[src/rtl/uesi_pkg.sv]
package uesi_pkg;
  localparam int OFS_MODE   = 'h00;
  localparam int OFS_STATE  = 'h04;
  localparam int OFS_ACTION = 'h08;
  localparam int OFS_IREN   = 'h0C;
  localparam int OFS_IRPEND = 'h10;

  localparam int NUM_FLAGS = 4;
  localparam int NUM_PEND  = 3;
  localparam int NUM_EN    = 4;

  localparam int IRQ_TX  = 0;
  localparam int IRQ_RX  = 1;
  localparam int IRQ_ERR = 2;
  localparam int IRQ_TXB = 3;

  localparam int RXEN_STATE_POS = 0;
  localparam int RXEN_OFF_POS   = 0;
  localparam int RXEN_ON_POS    = 1;

  // flag order: 0 parity, 1 framing, 2 receive overrun, 3 transmit overrun
  function automatic int flag_pos(int i);
    case (i)
      0:       return 16;
      1:       return 17;
      2:       return 19;
      default: return 20;
    endcase
  endfunction

  function automatic int clr_pos(int i);
    case (i)
      0:       return 2;
      1:       return 3;
      2:       return 5;
      default: return 6;
    endcase
  endfunction
endpackage

[src/rtl/uesi_flag_bank.sv]
module uesi_flag_bank #(
  parameter int NF = uesi_pkg::NUM_FLAGS
) (
  input  logic          clk,
  input  logic          rst_n,
  input  logic [NF-1:0] err_stb,
  input  logic [NF-1:0] chk_en,
  input  logic [NF-1:0] clr_req,
  output logic [NF-1:0] flags,
  output logic          captured,
  output logic          any_flag
);
  logic [NF-1:0] hit;

  assign hit      = err_stb & chk_en;
  assign captured = |hit;
  assign any_flag = |flags;

  for (genvar i = 0; i < NF; i++) begin : g_flag
    always_ff @(posedge clk or negedge rst_n) begin
      if (!rst_n)          flags[i] <= 1'b0;
      else if (hit[i])     flags[i] <= 1'b1;
      else if (clr_req[i]) flags[i] <= 1'b0;
    end

    // a capture wins over a clear in the same cycle
    a_r5_set_wins: assert property (@(posedge clk) disable iff (!rst_n)
      err_stb[i] && chk_en[i] |=> flags[i]);
    // clear without capture empties the flag
    a_r4_clear: assert property (@(posedge clk) disable iff (!rst_n)
      clr_req[i] && !(err_stb[i] && chk_en[i]) |=> !flags[i]);
    // disabled checking never raises a clear flag
    a_r3_gated: assert property (@(posedge clk) disable iff (!rst_n)
      !chk_en[i] && !flags[i] |=> !flags[i]);
  end
endmodule

[src/rtl/uesi_regif.sv]
module uesi_regif #(
  parameter int DATA_W = 32,
  parameter int ADDR_W = 8,
  parameter int NF     = uesi_pkg::NUM_FLAGS,
  parameter int NP     = uesi_pkg::NUM_PEND,
  parameter int NE     = uesi_pkg::NUM_EN
) (
  input  logic              clk,
  input  logic              rst_n,
  input  logic              wr_en,
  input  logic [ADDR_W-1:0] addr,
  input  logic [DATA_W-1:0] wdata,
  input  logic [NF-1:0]     flags,
  input  logic [NP-1:0]     pend,
  output logic [DATA_W-1:0] rdata,
  output logic [NF-1:0]     chk_en,
  output logic [NF-1:0]     clr_req,
  output logic [NP-1:0]     w1c,
  output logic [NE-1:0]     irq_en,
  output logic              rx_on
);
  import uesi_pkg::*;

  localparam logic [ADDR_W-1:0] A_MODE   = ADDR_W'(OFS_MODE);
  localparam logic [ADDR_W-1:0] A_STATE  = ADDR_W'(OFS_STATE);
  localparam logic [ADDR_W-1:0] A_ACTION = ADDR_W'(OFS_ACTION);
  localparam logic [ADDR_W-1:0] A_IREN   = ADDR_W'(OFS_IREN);
  localparam logic [ADDR_W-1:0] A_IRPEND = ADDR_W'(OFS_IRPEND);

  logic sel_mode, sel_act, sel_en, sel_pend;
  logic unused_wdata;

  assign sel_mode = wr_en && (addr == A_MODE);
  assign sel_act  = wr_en && (addr == A_ACTION);
  assign sel_en   = wr_en && (addr == A_IREN);
  assign sel_pend = wr_en && (addr == A_IRPEND);
  assign unused_wdata = ^wdata;

  for (genvar i = 0; i < NF; i++) begin : g_mode
    always_ff @(posedge clk or negedge rst_n) begin
      if (!rst_n)        chk_en[i] <= 1'b0;
      else if (sel_mode) chk_en[i] <= wdata[flag_pos(i)];
    end
    assign clr_req[i] = sel_act && wdata[clr_pos(i)];
  end

  always_ff @(posedge clk or negedge rst_n) begin
    if (!rst_n)                             rx_on <= 1'b0;
    else if (sel_act && wdata[RXEN_ON_POS])  rx_on <= 1'b1;
    else if (sel_act && wdata[RXEN_OFF_POS]) rx_on <= 1'b0;
  end

  always_ff @(posedge clk or negedge rst_n) begin
    if (!rst_n)      irq_en <= '0;
    else if (sel_en) irq_en <= wdata[NE-1:0];
  end

  assign w1c = sel_pend ? wdata[NP-1:0] : '0;

  always_comb begin
    rdata = '0;
    case (addr)
      A_MODE: begin
        for (int i = 0; i < NF; i++) rdata[flag_pos(i)] = chk_en[i];
      end
      A_STATE: begin
        for (int i = 0; i < NF; i++) rdata[flag_pos(i)] = flags[i];
        rdata[RXEN_STATE_POS] = rx_on;
      end
      A_IREN:   rdata[NE-1:0] = irq_en;
      A_IRPEND: rdata[NP-1:0] = pend;
      default:  rdata = '0;
    endcase
  end

  // the on bit wins over the off bit
  a_r6_rx_on: assert property (@(posedge clk) disable iff (!rst_n)
    sel_act && wdata[RXEN_ON_POS] |=> rx_on);
  a_r6_rx_off: assert property (@(posedge clk) disable iff (!rst_n)
    sel_act && wdata[RXEN_OFF_POS] && !wdata[RXEN_ON_POS] |=> !rx_on);
  // mode bits hold without a mode write
  a_r2_mode_hold: assert property (@(posedge clk) disable iff (!rst_n)
    !sel_mode |=> $stable(chk_en));
  // enables hold without an enable write
  a_r9_en_hold: assert property (@(posedge clk) disable iff (!rst_n)
    !sel_en |=> $stable(irq_en));
endmodule

[src/rtl/uesi_irq_gate.sv]
module uesi_irq_gate #(
  parameter int NP = uesi_pkg::NUM_PEND,
  parameter int NE = uesi_pkg::NUM_EN
) (
  input  logic          clk,
  input  logic          rst_n,
  input  logic [NP-1:0] evt,
  input  logic [NP-1:0] w1c,
  input  logic [NE-1:0] irq_en,
  input  logic          err_any,
  input  logic          txbuf_room,
  output logic [NP-1:0] pend,
  output logic          irq_tx,
  output logic          irq_rx,
  output logic          irq_err
);
  import uesi_pkg::*;

  for (genvar i = 0; i < NP; i++) begin : g_pend
    always_ff @(posedge clk or negedge rst_n) begin
      if (!rst_n)      pend[i] <= 1'b0;
      else if (evt[i]) pend[i] <= 1'b1;
      else if (w1c[i]) pend[i] <= 1'b0;
    end

    // event wins over a clear in the same cycle
    a_r8_evt_wins: assert property (@(posedge clk) disable iff (!rst_n)
      evt[i] |=> pend[i]);
    a_r8_w1c: assert property (@(posedge clk) disable iff (!rst_n)
      w1c[i] && !evt[i] |=> !pend[i]);
  end

  assign irq_tx  = (pend[IRQ_TX] & irq_en[IRQ_TX]) | (txbuf_room & irq_en[IRQ_TXB]);
  assign irq_rx  = pend[IRQ_RX] & irq_en[IRQ_RX];
  assign irq_err = err_any & irq_en[IRQ_ERR];

  // no error request while its enable is off
  a_r10_err_masked: assert property (@(posedge clk) disable iff (!rst_n)
    !irq_en[IRQ_ERR] |-> !irq_err);
  // no transmit or receive request with all enables off
  a_r9_masked: assert property (@(posedge clk) disable iff (!rst_n)
    irq_en == '0 |-> !irq_tx && !irq_rx);
endmodule

[src/rtl/uart_err_irq_unit.sv]
module uart_err_irq_unit #(
  parameter int DATA_W = 32,
  parameter int ADDR_W = 8
) (
  input  logic              clk,
  input  logic              rst_n,
  input  logic              reg_wr,
  input  logic [ADDR_W-1:0] reg_addr,
  input  logic [DATA_W-1:0] reg_wdata,
  output logic [DATA_W-1:0] reg_rdata,
  input  logic              par_err_stb,
  input  logic              frm_err_stb,
  input  logic              rx_ovr_stb,
  input  logic              tx_ovr_stb,
  input  logic              tx_evt,
  input  logic              rx_evt,
  input  logic              txbuf_room,
  output logic              irq_tx,
  output logic              irq_rx,
  output logic              irq_err,
  output logic              rx_enabled
);
  import uesi_pkg::*;

  localparam int NF = NUM_FLAGS;
  localparam int NP = NUM_PEND;
  localparam int NE = NUM_EN;

  logic [NF-1:0] stb, chk_en, clr_req, flags;
  logic [NP-1:0] w1c, pend, evt;
  logic [NE-1:0] irq_en;
  logic          captured, any_flag;

  assign stb = {tx_ovr_stb, rx_ovr_stb, frm_err_stb, par_err_stb};
  assign evt = {captured, rx_evt, tx_evt};

  uesi_regif #(.DATA_W(DATA_W), .ADDR_W(ADDR_W), .NF(NF), .NP(NP), .NE(NE)) u_regif (
    .clk(clk), .rst_n(rst_n), .wr_en(reg_wr), .addr(reg_addr), .wdata(reg_wdata),
    .flags(flags), .pend(pend), .rdata(reg_rdata), .chk_en(chk_en),
    .clr_req(clr_req), .w1c(w1c), .irq_en(irq_en), .rx_on(rx_enabled)
  );

  uesi_flag_bank #(.NF(NF)) u_flags (
    .clk(clk), .rst_n(rst_n), .err_stb(stb), .chk_en(chk_en), .clr_req(clr_req),
    .flags(flags), .captured(captured), .any_flag(any_flag)
  );

  uesi_irq_gate #(.NP(NP), .NE(NE)) u_irq (
    .clk(clk), .rst_n(rst_n), .evt(evt), .w1c(w1c), .irq_en(irq_en),
    .err_any(any_flag), .txbuf_room(txbuf_room), .pend(pend),
    .irq_tx(irq_tx), .irq_rx(irq_rx), .irq_err(irq_err)
  );

  // interrupts quiet right after reset release
  a_r1_quiet: assert property (@(posedge clk) disable iff (!rst_n)
    $rose(rst_n) |-> !irq_tx && !irq_rx && !irq_err);
  // an enabled strobe raises the error request when enabled
  a_r3_err_req: assert property (@(posedge clk) disable iff (!rst_n)
    (|(stb & chk_en)) && irq_en[IRQ_ERR] && !(reg_wr && reg_addr == ADDR_W'(OFS_IREN)) |=> irq_err);
endmodule

[config.mk]
export PLATFORM = sky130hd
export DESIGN_NAME = uart_err_irq_unit
export DESIGN_NICKNAME = d
export VERILOG_FILES = /design/src/rtl/uesi_pkg.sv /design/src/rtl/uesi_flag_bank.sv /design/src/rtl/uesi_regif.sv /design/src/rtl/uesi_irq_gate.sv /design/src/rtl/uart_err_irq_unit.sv
export SDC_FILE = /design/constraint.sdc
export NUM_CORES = 1
export LEC_CHECK = 0
export ABC_AREA = 0
export BUFFER_PORTS_ARGS = -buffer_cell sky130_fd_sc_hd__buf_2
export CAP_MARGIN = 20
export CORE_UTILIZATION = 41
export DETAILED_ROUTE_END_ITERATION = 12
export GPL_TIMING_DRIVEN = 0
export PLACE_DENSITY_LB_ADDON = 0.05
export REMOVE_ABC_BUFFERS = 1
export SYNTH_ARGS = -nofsm -noshare
export SYNTH_HDL_FRONTEND = slang
export SYNTH_SLANG_ARGS = --single-unit
[constraint.sdc]
create_clock -name clk -period 2.8 [get_ports clk]
set_clock_uncertainty 0.15 [all_clocks]
set_input_delay 0.56 -clock clk [delete_from_list [all_inputs] [get_ports clk]]
set_output_delay 0.56 -clock clk [all_outputs]
set_load 0.01 [all_outputs]
==> metrics.txt, run 1 <==
total CTS buffers 3; vias in the first global route 752; Post-DRT Antenna Nets 0; number of synthesized register bits 16; Mean Syn Cell Area 10.5 µm²; max_slew headroom 55.9%; synth warn 0; Yosys top cell area share 38.0%; Internal 354 µW; post-route setup TNS 0 ns; reg-to-reg startpoint u_regif.chk_en[3]; TritonCTS clock tree yes; CP Class primary input to output pin; Pins Over Slew Limit 0; fillcell total 250; Worst Max-Slew Pin Slew 0.655 ns; RSZ-0062 raised after global routing no; mapped cell area 0.00105 mm²; vias per cell 5.17; Lkg Pwr 0.629 nW; clk slew on worst S/H paths 0.09 ns; grt total ovfl 0; Switching Fraction 29.9%; Post-DP HPWL 1870 µm; commonest non-fill, non-tap cell in the layout buf_2; Final min period 2.69 ns; register area 400 µm²; core area 0.00245 mm²; Worst Hold Margin 0.0327 ns; worst setup margin 0.112 ns; Critical Path AT 1.98 ns; peak supply drop 0.000252 V; most frequent cells in the layout 39 x buf_2, 24 x conb_1, 16 x dfrtp_1; CP Cell Sequence buf_2 -> or3_4 -> nor4_2 -> a32o_1 -> buf_2; post-synthesis sequential area ratio 38.0%; Max Cap Viol 0; die height 52.7 µm; total power per unit cell area 413 mW/mm²; DR iter-0 viols 15; worst min path class primary input to async pin; share of cells above drive strength 1 39.7%; GP Congestion 0.708; most area-hungry cell type in the Yosys netlist dfrtp_1; Inst Count DP 168; Final Cycle Share 96.0%; max incr delay on CP 0.48 ns; Clock power frac 23.0%; r2r worst-path depth 3; GRT Resource Usage Total 17.6%; Logic pwr share 19.8%; drt total wl 2360 µm; Crit. End Element output pin; die area 0.00278 mm²; Synth area leaders dfrtp_1 38%, buf_4 17%, mux2_2 8.5%; Reg2Reg Setup Slack 1.75 ns; slowest CP cell nor4_2; I/O pin total 86; Remaining DRCs 0; reg-to-reg endpoint u_irq.pend[2]; Max Freq 372 MHz; sw power 151 µW; clk sinks 16; Worst-Skew Late Latency 0.27 ns; Hold Vio Cnt, Final 0; number of buffers added on ports 39; Layout area overhead 16.1%; Die Wd 52.7 µm; Crit Path Max Fanout 5; row count 18; First-pass DRT Iterations 4; initial antenna violation count 0; CTS root buf clkbuf_4; Placement Setup Slack 0.0323 ns; Critical Path RT 2.09 ns; antenna diode count 0; Via Count 884; H-tree depth 1; Finish-stage setup viols 0; Flop pwr share 57.2%; first-pass GRT wire length 3480 µm; footprint of the multi-input gates 562 µm²; Initial Util 43.0%; crit start category primary input; nets 193; status finished, final reports clean; crit-path most repeated cell buf_2; Post-Layout Cell Count 171; Longest Clk Path Bufs 2; Unique masters post-synth 28; wire per inst 13.8 µm; Tot Pwr 505 µW; pin count of the biggest net entering global routing 17; Syn Inst Count 100
## what timing repair did
item                       in CTS  in global routing
resized for setup               0                  1
hold buffers                    0                  0
buffers inserted                0                  0
setup endpoints to repair       0                  5
## flip-flops by register name, summed over array words and instances, names as in the netlist
signal and count:
u_flags.flags 4, u_regif.chk_en 4, u_regif.irq_en 4, u_irq.pend 3, u_regif.rx_on 1
## per-stage QoR
stage               utilization, %  cell area, µm²
floorplan                        -             961
global placement              48.6            1190
detailed placement            48.6            1190
CTS                           49.5            1220
global route                  49.9            1220
finish                        49.9            1220
## cells by family (layout without fill, tap and decap cells)
family / Yosys count / in the layout / share of synthesized area, %
AOI/OAI and AO/OA: 22 / 22 / 16.1
muxes: 8 / 8 / 8.54
and+or+nand+nor: 27 / 27 / 19.2
other: 1 / 24 / 0.356
buffers and inverters: 26 / 44 / 17.8
DFF: 16 / 16 / 38.0
## layout make-up
cell class,count,area share [%]
inverters,2,0.613
clock buffers,3,1.84
repair buffers,39,15.9
well taps,30,3.06
flip-flops and latches,16,32.7
multi-input cells,81,45.9
## power groups by stage
| stage | logic, mW | registers, mW | clock network, mW |
|---|---|---|---|
| 4_1_cts | 0.0993 | 0.289 | 0.121 |
| 6_report | 0.0999 | 0.289 | 0.116 |
| 2_1_floorplan | 0.0579 | 0.285 | 0 |
| 3_5_place_dp | 0.0992 | 0.293 | 0 |
| 5_1_grt | 0.115 | 0.293 | 0.130 |
| 3_3_place_gp | 0.0955 | 0.292 | 0 |
## how the worst max path moves through the flow
stage,startpoint,end,cells past startpoint
final,reg_addr[5],reg_rdata[2],5
after global routing,reg_addr[5],reg_rdata[2],5
after CTS,reg_addr[5],reg_rdata[19],5
after detailed placement,reg_addr[5],reg_rdata[19],5
after global placement,reg_addr[5],reg_rdata[0],5
after floorplan,reg_addr[5],reg_rdata[0],3
## cell usage after synthesis
cell type  count
buf_4         24
dfrtp_1       16
mux2_2         8
a22o_1         5
nand2_1        5
a21oi_1        4
a31oi_1        4
and2_1         4
nor4_2         4
a21o_1         3
nand4_1        3
a32o_1         2
and3_1         2
inv_1          2
a221o_1        1
a41oi_1        1
conb_1         1
nand2b_1       1
nand3_1        1
nand4b_1       1
nor2_1         1
nor4_1         1
nor4_4         1
nor4b_1        1
o31a_1         1
o41a_1         1
or3_1          1
or3_4          1
## routing by layer
metal / vias to the layer above / global-route usage [%] / part of all wire [%]
met1: 422 / 21.9 / 41
li1: 411 / - / -
met3: 2 / 1.74 / 6.0
met5: - / 0 / 0
met2: 49 / 30.8 / 52
met4: 0 / 6.58 / 0.55
## worst max-delay path: cells and delay by family
family | cells | cell delay (ns)
and+or+nand+nor | 2 | 0.92
buffers and inverters | 2 | 0.24
AOI/OAI and AO/OA | 1 | 0.25
(Power assumes the default switching activity.)
==> inputs of run 2 (changes only) <==
- BUFFER_PORTS_ARGS: -buffer_cell sky130_fd_sc_hd__buf_2 -> default
- CORE_UTILIZATION: 41 -> 60
- DONT_BUFFER_PORTS: default -> 1
==> metrics.txt, run 2 (same netlist as run 1, synthesis figures left out) <==
CTS root buf clkbuf_4; slowest CP cell nor4_2; initial antenna violation count 0 (unchanged); First-pass DRT Iterations 9 (+5); first-pass GRT wire length 3100 µm (-11%); total CTS buffers 3 (unchanged); RSZ-0062 raised after global routing no; wire per inst 17.3 µm (+26%); GRT met2 Usage 33.4% (+2.6 points); CP Cell Sequence or3_4 -> nor4_2 -> a221o_1; post-route setup TNS 0 ns (unchanged); drt total wl 2080 µm (-12%); Die Wd 43.9 µm (-17%); clk sinks 16 (unchanged); crit start category primary input; Finish-stage setup viols 0 (unchanged); vias in the first global route 687 (-8.6%); Layout area overhead -2.61%; GP Congestion 0.769 (+8.6%); CP bufs+invs 0 (-2); Final Cycle Share 88.3% (-7.7 points); Max Cap Viol 0 (unchanged); die height 43.9 µm (-17%); max_slew headroom 47.1% (-8.8 points); GRT Resource Usage Total 22.3% (+4.7 points); Lkg Pwr 0.464 nW (-26%); I/O pin total 86 (unchanged); met3 usage 4.17% (+2.4 points); Critical Path AT 1.76 ns (-0.22 ns); Crit Path Max Fanout 5 (unchanged); Pins Over Slew Limit 0 (unchanged); Worst Max-Slew Pin Slew 0.782 ns (+0.127 ns); CP Class primary input to output pin; Max Freq 404 MHz (+8.7%); worst min path class primary input to flop; layer with the highest usage met2; antenna diode count 0 (unchanged); Longest Clk Path Bufs 2 (unchanged); commonest non-fill, non-tap cell in the layout conb_1; max incr delay on CP 0.48 ns (about the same); core area 0.00158 mm² (-36%); Remaining DRCs 5 (+5); total power per unit cell area 495 mW/mm² (+20%); Initial Util 66.9% (+24 points); Via Count 772 (-13%); die area 0.00193 mm² (-31%); Worst-Skew Late Latency 0.28 ns (about the same); Hold Vio Cnt, Final 0 (unchanged); met1 GRT Util 30.6% (+8.7 points); vias per cell 6.43 (+24%); Core Util, Final 65.2% (+15 points); Final min period 2.47 ns (-0.216 ns); DR iter-0 viols 21 (+6); status finished with violations; TritonCTS clock tree yes; number of buffers added on ports 0 (-100%); Crit. End Element output pin; Post-DP HPWL 1650 µm (-12%); failing checks DRC; share of cells above drive strength 1 17.3% (-22 points); nets 155 (-20%); grt total ovfl 0 (unchanged); H-tree depth 1 (unchanged); peak supply drop 0.000303 V (+20%); Critical Path RT 2.09 ns (about the same); clk slew on worst S/H paths 0.09 ns (about the same); family with the most delay on the worst path simple AND/OR/NAND/NOR gates; biggest regs u_flags.flags x4, u_regif.chk_en x4, u_regif.irq_en x4; Post-DRT Antenna Nets 0 (unchanged); most frequent cells in the layout 24 x conb_1, 16 x dfrtp_1, 8 x mux2_2; row count 14 (-4); pin count of the biggest net entering global routing 17 (unchanged)
## run 2: changes by cell type in the layout (fill, tap and decap cells not counted), sizes merged
cell and delta:
dlygate4sd3 +1, clkbuf +1, buf -39
## run 2: layer usage
metal	part of all wire, %	vias to the layer above
met5	0	-
met3	9.8	7
met1	41	364
met4	1.8	0
met2	48	62
li1	-	339
## run 2: worst reg2reg max path, stage by stage, from the launching register on
cell and delay [ns]:
dfrtp_1 0.42, nand2_1 0.10, nand4_1 0.09, a21o_1 0.15
## run 2: per-stage QoR
stage / hold WS, ns / instances / total power [mW] / instance area, µm² / setup WS, ns
floorplan: 0.114 / 99 / 0.343 / 961 / 0.484
global placement: 0.115 / 115 / 0.353 / 981 / 0.307
detailed placement: 0.115 / 115 / 0.360 / 981 / 0.330
CTS: 0.198 / 120 / 0.517 / 1030 / 0.329
global route: 0.192 / 120 / 0.534 / 1030 / 0.278
finish: 0.212 / 120 / 0.509 / 1030 / 0.328
## run 2: path summary, 6_finish.rpt
kind / start / endpoint / slack, ns / cells past startpoint
max: reg_addr[5] / reg_rdata[0] / 0.33 / 3
max reg2reg: u_regif.chk_en[1] / u_irq.pend[2] / 1.78 / 3
max in group asynchronous: rst_n / u_regif.irq_en[0] / 1.42 / 1
min in group asynchronous: rst_n / u_irq.pend[2] / 0.62 / 1
min: reg_wdata[6] / u_flags.flags[3] / 0.21 / 1
min reg2reg: u_irq.pend[2] / u_irq.pend[2] / 0.35 / 1
## run 2: area by class of cell
class                      count  area (µm²)
fill                         126         549
sequential                    16         400
inverter                       2        7.51
clock buffer                   4        36.3
tap                           16        20.0
timing repair buffer           1        10.0
multi-input combinational     81         553
## run 2: report_power, final
part | switching (mW) | internal, mW | leakage (nW)
Clock | 0.0683 | 0.0791 | 0.0210
Sequential | 0.0298 | 0.263 | 0.199
Combinational | 0.0415 | 0.0274 | 0.244
Total | 0.140 | 0.369 | 0.464
## run 2: timing repair
item | in CTS | in global routing
gates resized for setup | 0 | 0
endpoints found under the setup margin | 0 | 0
endpoints found under the hold margin | 16 | 0
buffers inserted | 0 | 0
hold buffers | 1 | 0
==> inputs of run 3 (changes only) <==
- GPL_TIMING_DRIVEN: 0 -> default
- PLACE_DENSITY: default -> 0.84
- PLACE_DENSITY_LB_ADDON: 0.05 -> default
==> metrics.txt, run 3 (same netlist as run 1, synthesis figures left out) <==
Remaining DRCs 5 (unchanged); First-pass DRT Iterations 9 (unchanged); WHS Path Cells 1 (unchanged); clk sinks 16 (unchanged); Die Wd 43.9 µm (unchanged); die height 43.9 µm (unchanged); GRT Resource Usage Total 22.9% (+0.65 points); Lkg Pwr 0.469 nW (+1.2%); Crit Path Max Fanout 5 (unchanged); Layout area overhead -1.90%; Reg2Reg Setup Slack 1.78 ns (about the same); max_slew headroom 52.5% (+5.4 points); Final Cycle Share 84.9% (-3.4 points); CTS root buf clkbuf_4; antenna diode count 0 (unchanged); share of cells above drive strength 1 18.1% (+0.79 points); nets 156 (+0.65%); grt total ovfl 0 (unchanged); met3 usage 6.25% (+2.1 points); Pins Over Slew Limit 0 (unchanged); total CTS buffers 3 (unchanged); core area 0.00158 mm² (unchanged); post-route setup TNS 0 ns (unchanged); status finished with violations; Max Freq 420 MHz (+4.0%); Critical Path AT 1.67 ns (-0.09 ns); commonest non-fill, non-tap cell in the layout conb_1; Post-DRT Antenna Nets 0 (unchanged); Tot Pwr 508 µW (-0.10%); register area 400 µm² (unchanged); I/O pin total 86 (unchanged); met1 GRT Util 28.6% (-2.0 points); Via Count 757 (-1.9%); clk slew on worst S/H paths 0.09 ns (about the same); slowest CP cell or3_4; vias per cell 6.26 (-2.8%); worst min path class primary input to flop; most frequent cells in the layout 24 x conb_1, 16 x dfrtp_1, 8 x mux2_2; first-pass GRT wire length 3150 µm (+1.5%); Worst Max-Slew Pin Slew 0.710 ns (-0.0726 ns); drt total wl 2070 µm (-0.34%); wire per inst 17.1 µm (-1.2%); CP Class primary input to output pin; Finish-stage setup viols 0 (unchanged); reg-to-reg endpoint u_irq.pend[2]; max incr delay on CP 0.42 ns (-0.06 ns); layer with the highest usage met2; vias in the first global route 726 (+5.7%); fillcell total 120 (-4.8%); Final min period 2.38 ns (-0.0941 ns); GRT met2 Usage 36.7% (+3.3 points); hold wc startpoint reg_wdata[3]; Post-DP HPWL 1650 µm (-0.38%); biggest regs u_flags.flags x4, u_regif.chk_en x4, u_regif.irq_en x4; footprint of the multi-input gates 553 µm² (unchanged); number of setup buffers added after CTS 0 (unchanged); die area 0.00193 mm² (unchanged); failing checks DRC; hold path endpoint u_flags.flags[1]; initial antenna violation count 0 (unchanged); Longest Clk Path Bufs 2 (unchanged); GP Congestion 0.804 (+4.6%); Hold Vio Cnt, Final 0 (unchanged); CP Cell Sequence or3_4 -> nor4_2 -> a32o_1; Worst-Skew Late Latency 0.29 ns (about the same); Crit. End Element output pin; TritonCTS clock tree yes; reg-to-reg startpoint u_regif.chk_en[1]; pin count of the biggest net entering global routing 17 (unchanged); peak supply drop 0.000331 V (+9.2%); number of buffers added on ports 0 (unchanged); row count 14 (unchanged); DR iter-0 viols 24 (+14%); Max Cap Viol 0 (unchanged); Initial Util 66.9% (unchanged); r2r worst-path depth 3 (unchanged); Critical Path RT 2.09 ns (about the same); crit start category primary input; total power per unit cell area 491 mW/mm² (-0.83%); RSZ-0062 raised after global routing no; H-tree depth 1 (unchanged)
## run 3: cell count changes in the layout (fill, tap and decap cells not counted)
cell	change
buf_4	+1
## run 3: critical path, delay by kind of cell
kind | cells | cell delay [ns]
AO/OA/AOI/OAI | 1 | 0.30
AND/OR/NAND/NOR | 2 | 0.81
## run 3: where the power goes
part / switching (mW) / leakage (nW) / internal, mW
clock network: 0.0719 / 0.0210 / 0.0792
registers: 0.0255 / 0.199 / 0.263
logic: 0.0414 / 0.250 / 0.0275
## run 3: how the worst max path moves through the flow
| stage | start | cells after the start | endpoint | slack, ns |
|---|---|---|---|---|
| finish | reg_addr[5] | 3 | reg_rdata[2] | 0.42 |
| global route | reg_addr[5] | 3 | reg_rdata[2] | 0.37 |
| CTS | reg_addr[5] | 3 | reg_rdata[2] | 0.42 |
| detailed placement | reg_addr[5] | 3 | reg_rdata[2] | 0.42 |
| global placement | reg_addr[5] | 3 | reg_rdata[2] | 0.42 |
| floorplan | reg_addr[5] | 3 | reg_rdata[0] | 0.48 |
## run 3: metrics by stage
step | hold slack (ns) | setup WS, ns | instance area [µm²] | utilization [%] | instances
after floorplan | 0.114 | 0.484 | 961 | - | 99
after global placement | 0.115 | 0.417 | 988 | 62.7 | 116
after detailed placement | 0.115 | 0.422 | 988 | 62.7 | 116
after CTS | 0.190 | 0.425 | 1030 | 65.6 | 121
after global routing | 0.194 | 0.365 | 1030 | 65.6 | 121
final | 0.205 | 0.422 | 1030 | 65.6 | 121
## run 3: repair_timing
action,CTS,global route
hold buffers,1,0
resized for setup,0,0
endpoints found under the hold margin,16,0
endpoints found under the setup margin,0,0
## run 3: layer usage
metal / share of wire [%] / wire, µm / vias up
li1: - / - / 339
met1: 39 / 816 / 372
met2: 52 / 1080 / 42
met3: 7.4 / 154 / 4
met4: 1.1 / 23 / 0
met5: 0 / 0 / -
## run 3: area by class of cell
cell class / count / share of cell area (%)
clock buffer: 4 / 3.51
inverter: 2 / 0.726
tap: 16 / 1.93
timing repair buffer: 2 / 1.69
sequential: 16 / 38.7
multi-input combinational: 81 / 53.4
